`src/rtl/isstore_pkg.sv`:
```
package isstore_pkg;

  typedef enum logic [1:0] {
    PH_IDLE = 2'd0,
    PH_CAP  = 2'd1,
    PH_RD   = 2'd2
  } phase_t;

  // index width for a counter that takes n distinct values
  function automatic int unsigned idx_w(input int unsigned n);
    return (n > 1) ? $clog2(n) : 1;
  endfunction

endpackage

```
`src/rtl/isstore_tick.sv`:
```
module isstore_tick #(
  parameter  int unsigned DIV = 100,
  localparam int unsigned CW  = isstore_pkg::idx_w(DIV)
) (
  input  logic          clk,
  input  logic          rst_n,
  input  logic          en,
  output logic [CW-1:0] cnt
);

  localparam logic [CW-1:0] LAST = CW'(DIV - 1);

  logic [CW-1:0] cnt_d;

  // held at zero while disabled, so a phase always starts at count 0
  always_comb begin
    cnt_d = cnt;
    if (!en) begin
      cnt_d = '0;
    end else if (cnt == LAST) begin
      cnt_d = '0;
    end else begin
      cnt_d = cnt + CW'(1);
    end
  end

  always_ff @(posedge clk or negedge rst_n) begin
    if (!rst_n) begin
      cnt <= '0;
    end else begin
      cnt <= cnt_d;
    end
  end

  AST_TICK_RANGE: assert property (@(posedge clk) disable iff (!rst_n)
    cnt <= LAST);

  AST_TICK_IDLE_ZERO: assert property (@(posedge clk) disable iff (!rst_n)
    !en |=> cnt == '0);

endmodule

```
`src/rtl/isstore_idx.sv`:
```
module isstore_idx #(
  parameter  int unsigned LIMIT = 20,
  localparam int unsigned IW    = isstore_pkg::idx_w(LIMIT)
) (
  input  logic          clk,
  input  logic          rst_n,
  input  logic          en,
  input  logic          step,
  output logic [IW-1:0] idx
);

  localparam logic [IW-1:0] LAST = IW'(LIMIT - 1);

  logic [IW-1:0] idx_d;

  always_comb begin
    idx_d = idx;
    if (!en) begin
      idx_d = '0;
    end else if (step) begin
      if (idx == LAST) begin
        idx_d = '0;
      end else begin
        idx_d = idx + IW'(1);
      end
    end
  end

  always_ff @(posedge clk or negedge rst_n) begin
    if (!rst_n) begin
      idx <= '0;
    end else begin
      idx <= idx_d;
    end
  end

  AST_IDX_RANGE: assert property (@(posedge clk) disable iff (!rst_n)
    idx <= LAST);

  AST_IDX_HOLD: assert property (@(posedge clk) disable iff (!rst_n)
    (en && !step) |=> (idx == $past(idx) || !en));

endmodule

```
`src/rtl/isstore_seq.sv`:
```
module isstore_seq #(
  parameter  int unsigned CAP_DIV = 5000,
  parameter  int unsigned RD_DIV  = 100,
  parameter  int unsigned DEPTH   = 20,
  parameter  int unsigned ROWS    = 16,
  localparam int unsigned RW      = isstore_pkg::idx_w(ROWS),
  localparam int unsigned SW      = isstore_pkg::idx_w(DEPTH)
) (
  input  logic            clk,
  input  logic            rst_n,
  input  logic            train_start,
  output logic            pg_en,
  output logic            xfer,
  output logic            stor_ph1,
  output logic            stor_ph2,
  output logic            rst_gate,
  output logic [ROWS-1:0] row_sel,
  output logic            smp_vld,
  output logic            smp_sig,
  output logic [RW-1:0]   smp_row,
  output logic [SW-1:0]   smp_idx,
  output logic            done,
  output logic            overrun
);

  import isstore_pkg::*;

  localparam int unsigned CCW = idx_w(CAP_DIV);
  localparam int unsigned RCW = idx_w(RD_DIV);

  localparam logic [CCW-1:0] CAP_LAST  = CCW'(CAP_DIV - 1);
  localparam logic [RCW-1:0] RD_LAST   = RCW'(RD_DIV - 1);
  localparam logic [RCW-1:0] RD_HALF   = RCW'(RD_DIV / 2);
  localparam logic [RCW-1:0] RD_QTR    = RCW'(RD_DIV / 4);
  localparam logic [SW-1:0]  SMP_LAST  = SW'(DEPTH - 1);
  localparam logic [RW-1:0]  ROW_LAST  = RW'(ROWS - 1);

  // ---------------------------------------------------------------
  // reset: asserted asynchronously, released on the clock
  // ---------------------------------------------------------------
  logic [1:0] rsync_q;
  logic       rst_sn;

  always_ff @(posedge clk or negedge rst_n) begin
    if (!rst_n) begin
      rsync_q <= 2'b00;
    end else begin
      rsync_q <= {rsync_q[0], 1'b1};
    end
  end

  assign rst_sn = rsync_q[1];

  // ---------------------------------------------------------------
  // phase register and flags
  // ---------------------------------------------------------------
  phase_t st_q, st_d;
  logic   done_q, done_d;
  logic   ovr_q, ovr_d;

  logic in_cap, in_rd;
  assign in_cap = (st_q == PH_CAP);
  assign in_rd  = (st_q == PH_RD);

  // ---------------------------------------------------------------
  // dividers and index counters
  // ---------------------------------------------------------------
  logic [CCW-1:0] cap_cnt;
  logic [RCW-1:0] rd_cnt;
  logic [SW-1:0]  cap_idx;
  logic           lvl;
  logic [SW-1:0]  smp_q;
  logic [RW-1:0]  row_q;

  logic cap_wrap, cap_last, rd_wrap, smp_last, row_last;

  isstore_tick #(.DIV(CAP_DIV)) u_cap_tick (
    .clk   (clk),
    .rst_n (rst_sn),
    .en    (in_cap),
    .cnt   (cap_cnt)
  );

  isstore_tick #(.DIV(RD_DIV)) u_rd_tick (
    .clk   (clk),
    .rst_n (rst_sn),
    .en    (in_rd),
    .cnt   (rd_cnt)
  );

  assign cap_wrap = in_cap && (cap_cnt == CAP_LAST);
  assign rd_wrap  = in_rd  && (rd_cnt  == RD_LAST);

  isstore_idx #(.LIMIT(DEPTH)) u_cap_idx (
    .clk   (clk),
    .rst_n (rst_sn),
    .en    (in_cap),
    .step  (cap_wrap),
    .idx   (cap_idx)
  );

  // level: 0 = reset tick, 1 = signal tick
  isstore_idx #(.LIMIT(2)) u_lvl (
    .clk   (clk),
    .rst_n (rst_sn),
    .en    (in_rd),
    .step  (rd_wrap),
    .idx   (lvl)
  );

  isstore_idx #(.LIMIT(DEPTH)) u_smp (
    .clk   (clk),
    .rst_n (rst_sn),
    .en    (in_rd),
    .step  (rd_wrap && lvl),
    .idx   (smp_q)
  );

  assign smp_last = (smp_q == SMP_LAST);

  isstore_idx #(.LIMIT(ROWS)) u_row (
    .clk   (clk),
    .rst_n (rst_sn),
    .en    (in_rd),
    .step  (rd_wrap && lvl && smp_last),
    .idx   (row_q)
  );

  assign cap_last = (cap_idx == SMP_LAST);
  assign row_last = (row_q == ROW_LAST);

  // ---------------------------------------------------------------
  // next-state logic
  // ---------------------------------------------------------------
  always_comb begin
    st_d   = st_q;
    done_d = 1'b0;
    ovr_d  = ovr_q;
    case (st_q)
      PH_IDLE: begin
        if (train_start) begin
          st_d = PH_CAP;
        end
      end
      PH_CAP: begin
        if (cap_wrap && cap_last) begin
          st_d = PH_RD;
        end
      end
      PH_RD: begin
        if (train_start) begin
          ovr_d = 1'b1;
        end
        if (rd_wrap && lvl && smp_last && row_last) begin
          st_d   = PH_IDLE;
          done_d = 1'b1;
        end
      end
      default: begin
        st_d = PH_IDLE;
      end
    endcase
  end

  always_ff @(posedge clk or negedge rst_sn) begin
    if (!rst_sn) begin
      st_q   <= PH_IDLE;
      done_q <= 1'b0;
      ovr_q  <= 1'b0;
    end else begin
      st_q   <= st_d;
      done_q <= done_d;
      ovr_q  <= ovr_d;
    end
  end

  // ---------------------------------------------------------------
  // output decode
  // ---------------------------------------------------------------
  assign pg_en    = in_cap;
  assign xfer     = cap_wrap;
  assign rst_gate = in_rd && !lvl && (rd_cnt < RD_QTR);
  assign stor_ph1 = in_rd && lvl && (rd_cnt < RD_HALF);
  assign stor_ph2 = in_rd && lvl && (rd_cnt >= RD_HALF) && (rd_cnt != RD_LAST);
  assign smp_vld  = rd_wrap;
  assign smp_sig  = in_rd && lvl;
  assign smp_row  = row_q;
  assign smp_idx  = smp_q;
  assign done     = done_q;
  assign overrun  = ovr_q;

  for (genvar r = 0; r < ROWS; r++) begin : g_row
    assign row_sel[r] = in_rd && (row_q == RW'(r));
  end

  // ---------------------------------------------------------------
  // checks
  // ---------------------------------------------------------------
  AST_QUIET_IN_CAPTURE: assert property (@(posedge clk) disable iff (!rst_sn)
    pg_en |-> (!stor_ph1 && !stor_ph2 && !rst_gate && row_sel == '0 && !smp_vld));

  AST_XFER_WITH_PG: assert property (@(posedge clk) disable iff (!rst_sn)
    xfer |-> pg_en);

  AST_ROWSEL_ONEHOT: assert property (@(posedge clk) disable iff (!rst_sn)
    $onehot0(row_sel));

  AST_PHASES_APART: assert property (@(posedge clk) disable iff (!rst_sn)
    !(stor_ph1 && stor_ph2));

  AST_VLD_QUIET: assert property (@(posedge clk) disable iff (!rst_sn)
    smp_vld |-> (!stor_ph1 && !stor_ph2 && !rst_gate));

  AST_DONE_SINGLE: assert property (@(posedge clk) disable iff (!rst_sn)
    done |=> !done);

  AST_DONE_IDLE: assert property (@(posedge clk) disable iff (!rst_sn)
    done |-> (!pg_en && row_sel == '0));

  AST_OVR_STICKY: assert property (@(posedge clk) disable iff (!rst_sn)
    overrun |=> overrun);

  AST_NO_OVR_FROM_CAP: assert property (@(posedge clk) disable iff (!rst_sn)
    (pg_en && !overrun) |=> !overrun);

endmodule

```
`config.mk`:
```
export PLATFORM = sky130hd
export DESIGN_NAME = isstore_seq
export DESIGN_NICKNAME = d
export VERILOG_FILES = /design/src/rtl/isstore_pkg.sv /design/src/rtl/isstore_tick.sv /design/src/rtl/isstore_idx.sv /design/src/rtl/isstore_seq.sv
export SDC_FILE = /design/constraint.sdc
export NUM_CORES = 1
export LEC_CHECK = 0
export BUFFER_PORTS_ARGS = -buffer_cell sky130_fd_sc_hd__clkbuf_2
export CORE_ASPECT_RATIO = 1.2
export CORE_MARGIN = 4
export CORE_UTILIZATION = 39
export CTS_CLUSTER_DIAMETER = 120
export CTS_CLUSTER_SIZE = 24
export DETAILED_ROUTE_END_ITERATION = 10
export PLACE_DENSITY_LB_ADDON = 0.05
export SYNTH_ARGS = -nofsm -noshare
export SYNTH_HDL_FRONTEND = slang
export SYNTH_SLANG_ARGS = --single-unit
```
`constraint.sdc`:
```
create_clock -name clk -period 1.3 [get_ports clk]
set_input_delay 0.065 -clock clk [delete_from_list [all_inputs] [get_ports clk]]
set_output_delay 0.065 -clock clk [all_outputs]
set_load 0.01 [all_outputs]
```
==> results.json, run 1 <==
{
  "grt_pass1_vias": 2241,
  "synthDistinctLibCells": 44,
  "grt.overflow.total": 0,
  "holdWs_ps": 22.4,
  "hold_viol": 0,
  "rsz0062_at_grt": "yes",
  "ant_nets": 0,
  "dpl.hpwl_um": 4380,
  "cp_top_family": "simple AND/OR/NAND/NOR gates",
  "min_delay_path_depth": 2,
  "max_freq_mhz": 521,
  "area_delta_synth_final_pct": 76.4,
  "wl_per_cell_um": 15.9,
  "synth_top_area_cell": "dfrtp_1",
  "num_antenna_cells": 0,
  "antenna_found_initial": 0,
  "clock_latency_ps": 300,
  "yosys-top-cells-area": "dfrtp_1 (45%), nor2_1 (6.3%), and2_1 (5.2%)",
  "post_dp_cell_area_sq_mm": 0.00301,
  "syn_area_sq_mm": 0.00227,
  "cp_data_arrival_time_ps": 1860,
  "routed_via_density": 5.19,
  "crit_cells": 5,
  "fin_area_sq_mm": 0.00400,
  "critPathLaunchType": "flop",
  "synthAdderAreaFrac": 0.0497,
  "cp_slowest_cell": "or4b_4",
  "finalCriticalPeriod_ps": 1920,
  "cts.htree.levels": 2,
  "cts_buffers": 5,
  "syn_nets": 253,
  "worstPathCellList": "or4b_4 > nand4bb_4 > buf_6 > nor2_4 > buf_6",
  "root_buffer": "clkbuf_8",
  "status": "finished, violations left",
  "clockBufferDepth": 2,
  "vdd_drop_max_mv": 0.529,
  "wl_um": 7030,
  "power_density_mw_per_mm2": 809,
  "fp.dieH_um": 91.5,
  "p_leak_nw": 1.87,
  "synthCells": 241,
  "max_cap_viol_count": 0,
  "ys.flop_type": "dfrtp_1",
  "core_area_sq_mm": 0.00563,
  "cts_tree": "yes",
  "dieArea_sq_mm": 0.00710,
  "ys_seq_area_frac": 0.453,
  "end_kind": "output port",
  "vias": 2288,
  "synth.top_cells.by_count": "dfrtp_1 (41), nor2_1 (38), and2_1 (19)",
  "synth_xor_area_frac": 0.0696,
  "first_pass_iters": 4,
  "synthArstFlopShare": 1.00,
  "design.portCount": 37,
  "seqCellArea_sq_mm": 0.00103,
  "synth.area.mux_share": 0.0226,
  "num_rows": 30,
  "setup_viol": 59,
  "crit_type": "flop to output port",
  "drt_iter0_drc": 78,
  "fillers": 407,
  "required_ps": 1240,
  "path_clk_slew_ps": 90,
  "nets": 388,
  "die_w_um": 77.6,
  "grt_util_all_layers": 0.187,
  "synth-seq-cells": 41,
  "gp_congestion": 0.820,
  "final_core_util": 0.710,
  "slowest_delay_ps": 550,
  "drcViolationCount": 0,
  "pre_cts_slack_ps": -503,
  "violations": "negative setup slack",
  "synth.avg_cell_area_sq_um": 9.40,
  "hold_path.class": "primary input to flop",
  "synth_edf_count": 0,
  "min_period_over_period": 1.48,
  "reg2regPathDepth": 5,
  "cts_sinks": 41,
  "crit_top_cell": "buf_6",
  "synth_top_cell_area_share": 0.453,
  "yosysWarnings": 0,
  "cp_max_fo": 2,
  "yosysMostFrequentCell": "dfrtp_1",
  "layout-drive-gt1-share": 0.570,
  "grt_pass1_wl_um": 10600,
  "cp_num_buf_inv": 2,
  "synth_top_family_by_area": "simple AND/OR/NAND/NOR gates",
  "finClkSkew_ps": 16.3,
  "setup_ws_ps": -621,
  "synth_compound_area_frac": 0.0624,
  "multi_input_area_sq_mm": 0.00160,
  "grt_max_degree": 33,
  "start_util": 0.402,
  "io_buffer_count": 36,
  "total_power_mw": 3.23,
  "final_max_slew_viol_count": 0,
  "synth-simple-area-share": 0.317
}
-- routing by layer --
layer / global-route usage / share of wire
met1: 0.217 / 0.40
met2: 0.339 / 0.55
met3: 0.0298 / 0.026
met4: 0.0742 / 0.026
met5: 0 / 0
-- layout make-up --
class                           instances  share of cell area
Tap cell                               64              0.0200
Inverter                                9             0.00971
Clock inverter                          1             0.00751
Clock buffer                            7              0.0216
Sequential cell                        41               0.258
Multi-Input combinational cell        186               0.401
Timing Repair Buffer                  133               0.282
-- cells by family after synthesis --
kind of cell,count (synthesis)
other,1
multiplexers,5
adder cells (fa/ha/maj),9
flip-flops,41
AND/OR/NAND/NOR,131
AO/OA/AOI/OAI,22
buffers and inverters,14
XOR/XNOR,18
-- metrics by stage --
| stage | instances | TNS [ps] |
|---|---|---|
| after detailed placement | 397 | -12610 |
| after floorplan | 241 | -8570 |
| after global routing | 441 | -24630 |
| after CTS | 424 | -17440 |
| after global placement | 397 | -11980 |
| final | 441 | -20990 |
-- flip-flops by register name, summed over array words and instances (netlist names) --
register	flops
u_rd_tick.cnt	7
overrun	1
rsync_q	2
u_cap_idx.idx	5
u_lvl.idx	1
u_row.idx	4
done	1
u_smp.idx	5
u_cap_tick.cnt	13
st_q	2
-- timing repair --
item / 4_1_cts / 5_1_grt
hold buffers: 1 / 0
gates cloned: 1 / 0
setup buffers: 17 / 19
setup endpoints to repair: 59 / 59
hold endpoints to repair: 2 / 0
pin swaps: 26 / 33
gates resized for setup: 65 / 90
-- cell usage in the layout (no fill, tap or decap), drive strengths merged, types with 2 or more instances in the layout --
master | synthesis | layout
nor3 | 7 | 7
nor4bb | 2 | 2
and4 | 2 | 2
xor2 | 12 | 12
ha | 9 | 9
nand2 | 15 | 15
a21oi | 8 | 8
nand4bb | 2 | 2
inv | 9 | 9
nand3b | 4 | 4
o311ai | 2 | 2
nand4 | 6 | 6
nor2b | 3 | 3
a21o | 2 | 2
a31oi | 2 | 2
nor2 | 38 | 38
o21ai | 4 | 4
and3 | 5 | 5
mux2i | 4 | 4
nand2b | 3 | 3
xnor2 | 6 | 6
or3 | 2 | 2
nor4 | 4 | 4
clkbuf | 2 | 20
or4b | 3 | 3
buf | 3 | 119
dfrtp | 41 | 41
nand3 | 12 | 12
and2 | 19 | 19
-- path summary, 6_finish.rpt --
| kind | startpoint | endpoint | slack [ps] |
|---|---|---|---|
| setup / recovery | u_cap_tick.cnt[5] | xfer | -620 |
| hold / removal | train_start | overrun | 20 |
| setup reg to reg | u_cap_tick.cnt[5] | u_cap_idx.idx[0] | -600 |
| hold reg to reg | rsync_q[1] | u_rd_tick.cnt[4] | 150 |
| max in group asynchronous | rsync_q[1] | u_row.idx[2] | 600 |
| min in group asynchronous | rst_n | rsync_q[1] | 70 |
-- power by group --
part           leakage, nW  internal, mW  switching (mW)
sequential           0.546          1.38          0.0792
clock               0.0585         0.627           0.465
combinational         1.26         0.367           0.309
total                 1.87          2.38           0.854
Power figures use the tool's default switching activity.
==> inputs of run 2 (changes only) <==
- BUFFER_PORTS_ARGS: -buffer_cell sky130_fd_sc_hd__clkbuf_2 -> default
- DONT_BUFFER_PORTS: default -> 1
==> run 2 against run 1 <==
- the run still ends with negative setup slack left
- highest routed layer unchanged
- register-to-register slack about the same
- core utilization decreased by 5.0 points
- die area stayed put
- setup slack better by 19 ps
- maximum frequency increased by 1.0%
- clock power shrank 26%
==> results.json, run 2 (synthesis gave the netlist of run 1 again) <==
{
  "status": "finished, violations left",
  "violations": "negative setup slack",
  "setup_ws_ps": -602,
  "grt_util_all_layers": 0.183,
  "root_buffer": "clkbuf_8",
  "worst-r2r-setup-slack_ps": -600,
  "drt_iter0_drc": 36,
  "cts.htree.levels": 2,
  "slowest_delay_ps": 550,
  "nets": 352,
  "grt_pass1_wl_um": 10500,
  "min_period_over_period": 1.46,
  "vdd_drop_max_mv": 0.618,
  "io_buffer_count": 0,
  "max_cap_viol_count": 0,
  "routed_via_density": 5.08,
  "reg2regPathDepth": 5,
  "num_antenna_cells": 0,
  "worstPathCellList": "or4b_4 > nand4bb_4 > buf_6 > or3_4 > a21oi_2",
  "drcViolationCount": 0,
  "r2r_start": "u_cap_tick.cnt[6]",
  "crit_type": "flop to flop",
  "wl_per_cell_um": 15.2,
  "placedCellCount": 366,
  "clock_latency_ps": 290,
  "die_w_um": 77.6,
  "cp_slowest_cell": "or4b_4",
  "required_ps": 1520,
  "layout_commonest_cell": "buf_4",
  "end_kind": "flop",
  "hold_path.class": "flop to async pin",
  "cts_buffers": 5,
  "holdWs_ps": 238,
  "dpl.hpwl_um": 4180,
  "final_cell_mix": "buf_4 (65), dfrtp_1 (36), nor2_1 (25), buf_6 (25), and2_4 (17)",
  "grt_max_degree": 40,
  "fp.dieH_um": 91.5,
  "regMostFlops": "u_cap_tick.cnt",
  "grt_pass1_vias": 2193,
  "critPathLaunchType": "flop",
  "area_delta_synth_final_pct": 63.9,
  "cp_max_fo": 3,
  "finClkSkew_ps": 8.53,
  "antenna_found_initial": 0,
  "worst_r2r_endpoint": "u_cap_idx.idx[0]",
  "largest_reg_flops": 13,
  "core_area_sq_mm": 0.00563,
  "layout-drive-gt1-share": 0.544,
  "gp_congestion": 0.807,
  "dieArea_sq_mm": 0.00710,
  "ant_nets": 0,
  "clockBufferDepth": 2,
  "hold_viol": 0,
  "path_clk_slew_ps": 80,
  "start_util": 0.402,
  "first_pass_iters": 4,
  "grt.overflow.total": 0,
  "cts_tree": "yes",
  "power_density_mw_per_mm2": 787,
  "num_rows": 30,
  "design.portCount": 37,
  "rsz0062_at_grt": "yes",
  "max_freq_mhz": 526,
  "finalCriticalPeriod_ps": 1900,
  "vias": 2054,
  "top_regs": "u_cap_tick.cnt (13), u_rd_tick.cnt (7)",
  "cts_sinks": 41,
  "cp_data_arrival_time_ps": 2120,
  "final_max_slew_viol_count": 0,
  "wl_um": 6130,
  "p_leak_nw": 1.65,
  "setup_viol": 58,
  "finalNonFillerCells": 404
}
## run 2: changes by cell type in the layout (fill, tap and decap cells not counted), sizes merged
cell / change
bufinv: -1
clkinv: +1
buf: -25
dlygate4sd3: +2
clkbuf: -14
## run 2: power by group
| part | switching (mW) | total [mW] | internal (mW) |
|---|---|---|---|
| clock | 0.437 | 0.802 | 0.366 |
| combinational | 0.297 | 0.666 | 0.368 |
| sequential | 0.0705 | 1.46 | 1.39 |
## run 2: area by class of cell
cell class | instances | area (sq um)
clock buffer | 6 | 72.6
clock inverter | 1 | 5.00
fill | 446 | 1920
inverter | 9 | 36.3
multi-input combinational | 186 | 1600
sequential | 41 | 1030
tap | 64 | 80.1
timing repair buffer | 97 | 887
## run 2: metrics by stage
stage	power, mW	util	area [sq um]	setup WS [ps]	TNS [ps]
2_1_floorplan	1.74	-	2300	-512	-8570
3_3_place_gp	2.01	0.510	2870	-482	-11110
3_5_place_dp	2.01	0.510	2870	-519	-11620
4_1_cts	2.95	0.624	3510	-589	-15830
5_1_grt	3.10	0.660	3710	-649	-21200
6_report	2.92	0.660	3710	-602	-17210
## run 2: metal layers
layer,wire length [um],track usage,up-vias
met3,164,0.0377,11
met5,0,0,-
li1,-,-,1025
met4,102,0.0504,0
met1,2580,0.213,993
met2,3280,0.334,25
## run 2: worst max-delay path by stage
stage	start	to	slack, ps	depth (start not counted)
2_1_floorplan	u_cap_tick.cnt[3]	u_cap_idx.idx[0]	-510	5
3_3_place_gp	u_cap_tick.cnt[11]	u_cap_idx.idx[4]	-480	5
3_5_place_dp	u_cap_tick.cnt[5]	u_cap_idx.idx[0]	-520	4
4_1_cts	u_cap_tick.cnt[6]	xfer	-590	5
5_1_grt	u_cap_tick.cnt[6]	xfer	-650	5
6_report	u_cap_tick.cnt[6]	u_cap_idx.idx[0]	-600	5
## run 2: critical path, delay by kind of cell, from the launching register on
family                 cells  cell delay (ps)
and+or+nand+nor            3             1170
buffers and inverters      1              150
AOI/OAI and AO/OA          1              140
DFF                        1              380
## run 2: what timing repair did
item / CTS / global route
endpoints found under the hold margin: 4 / 0
endpoints found under the setup margin: 57 / 60
resized for setup: 95 / 40
setup buffers: 18 / 15
pin swaps: 24 / 30
cloned: 1 / 0
hold buffers: 3 / 0
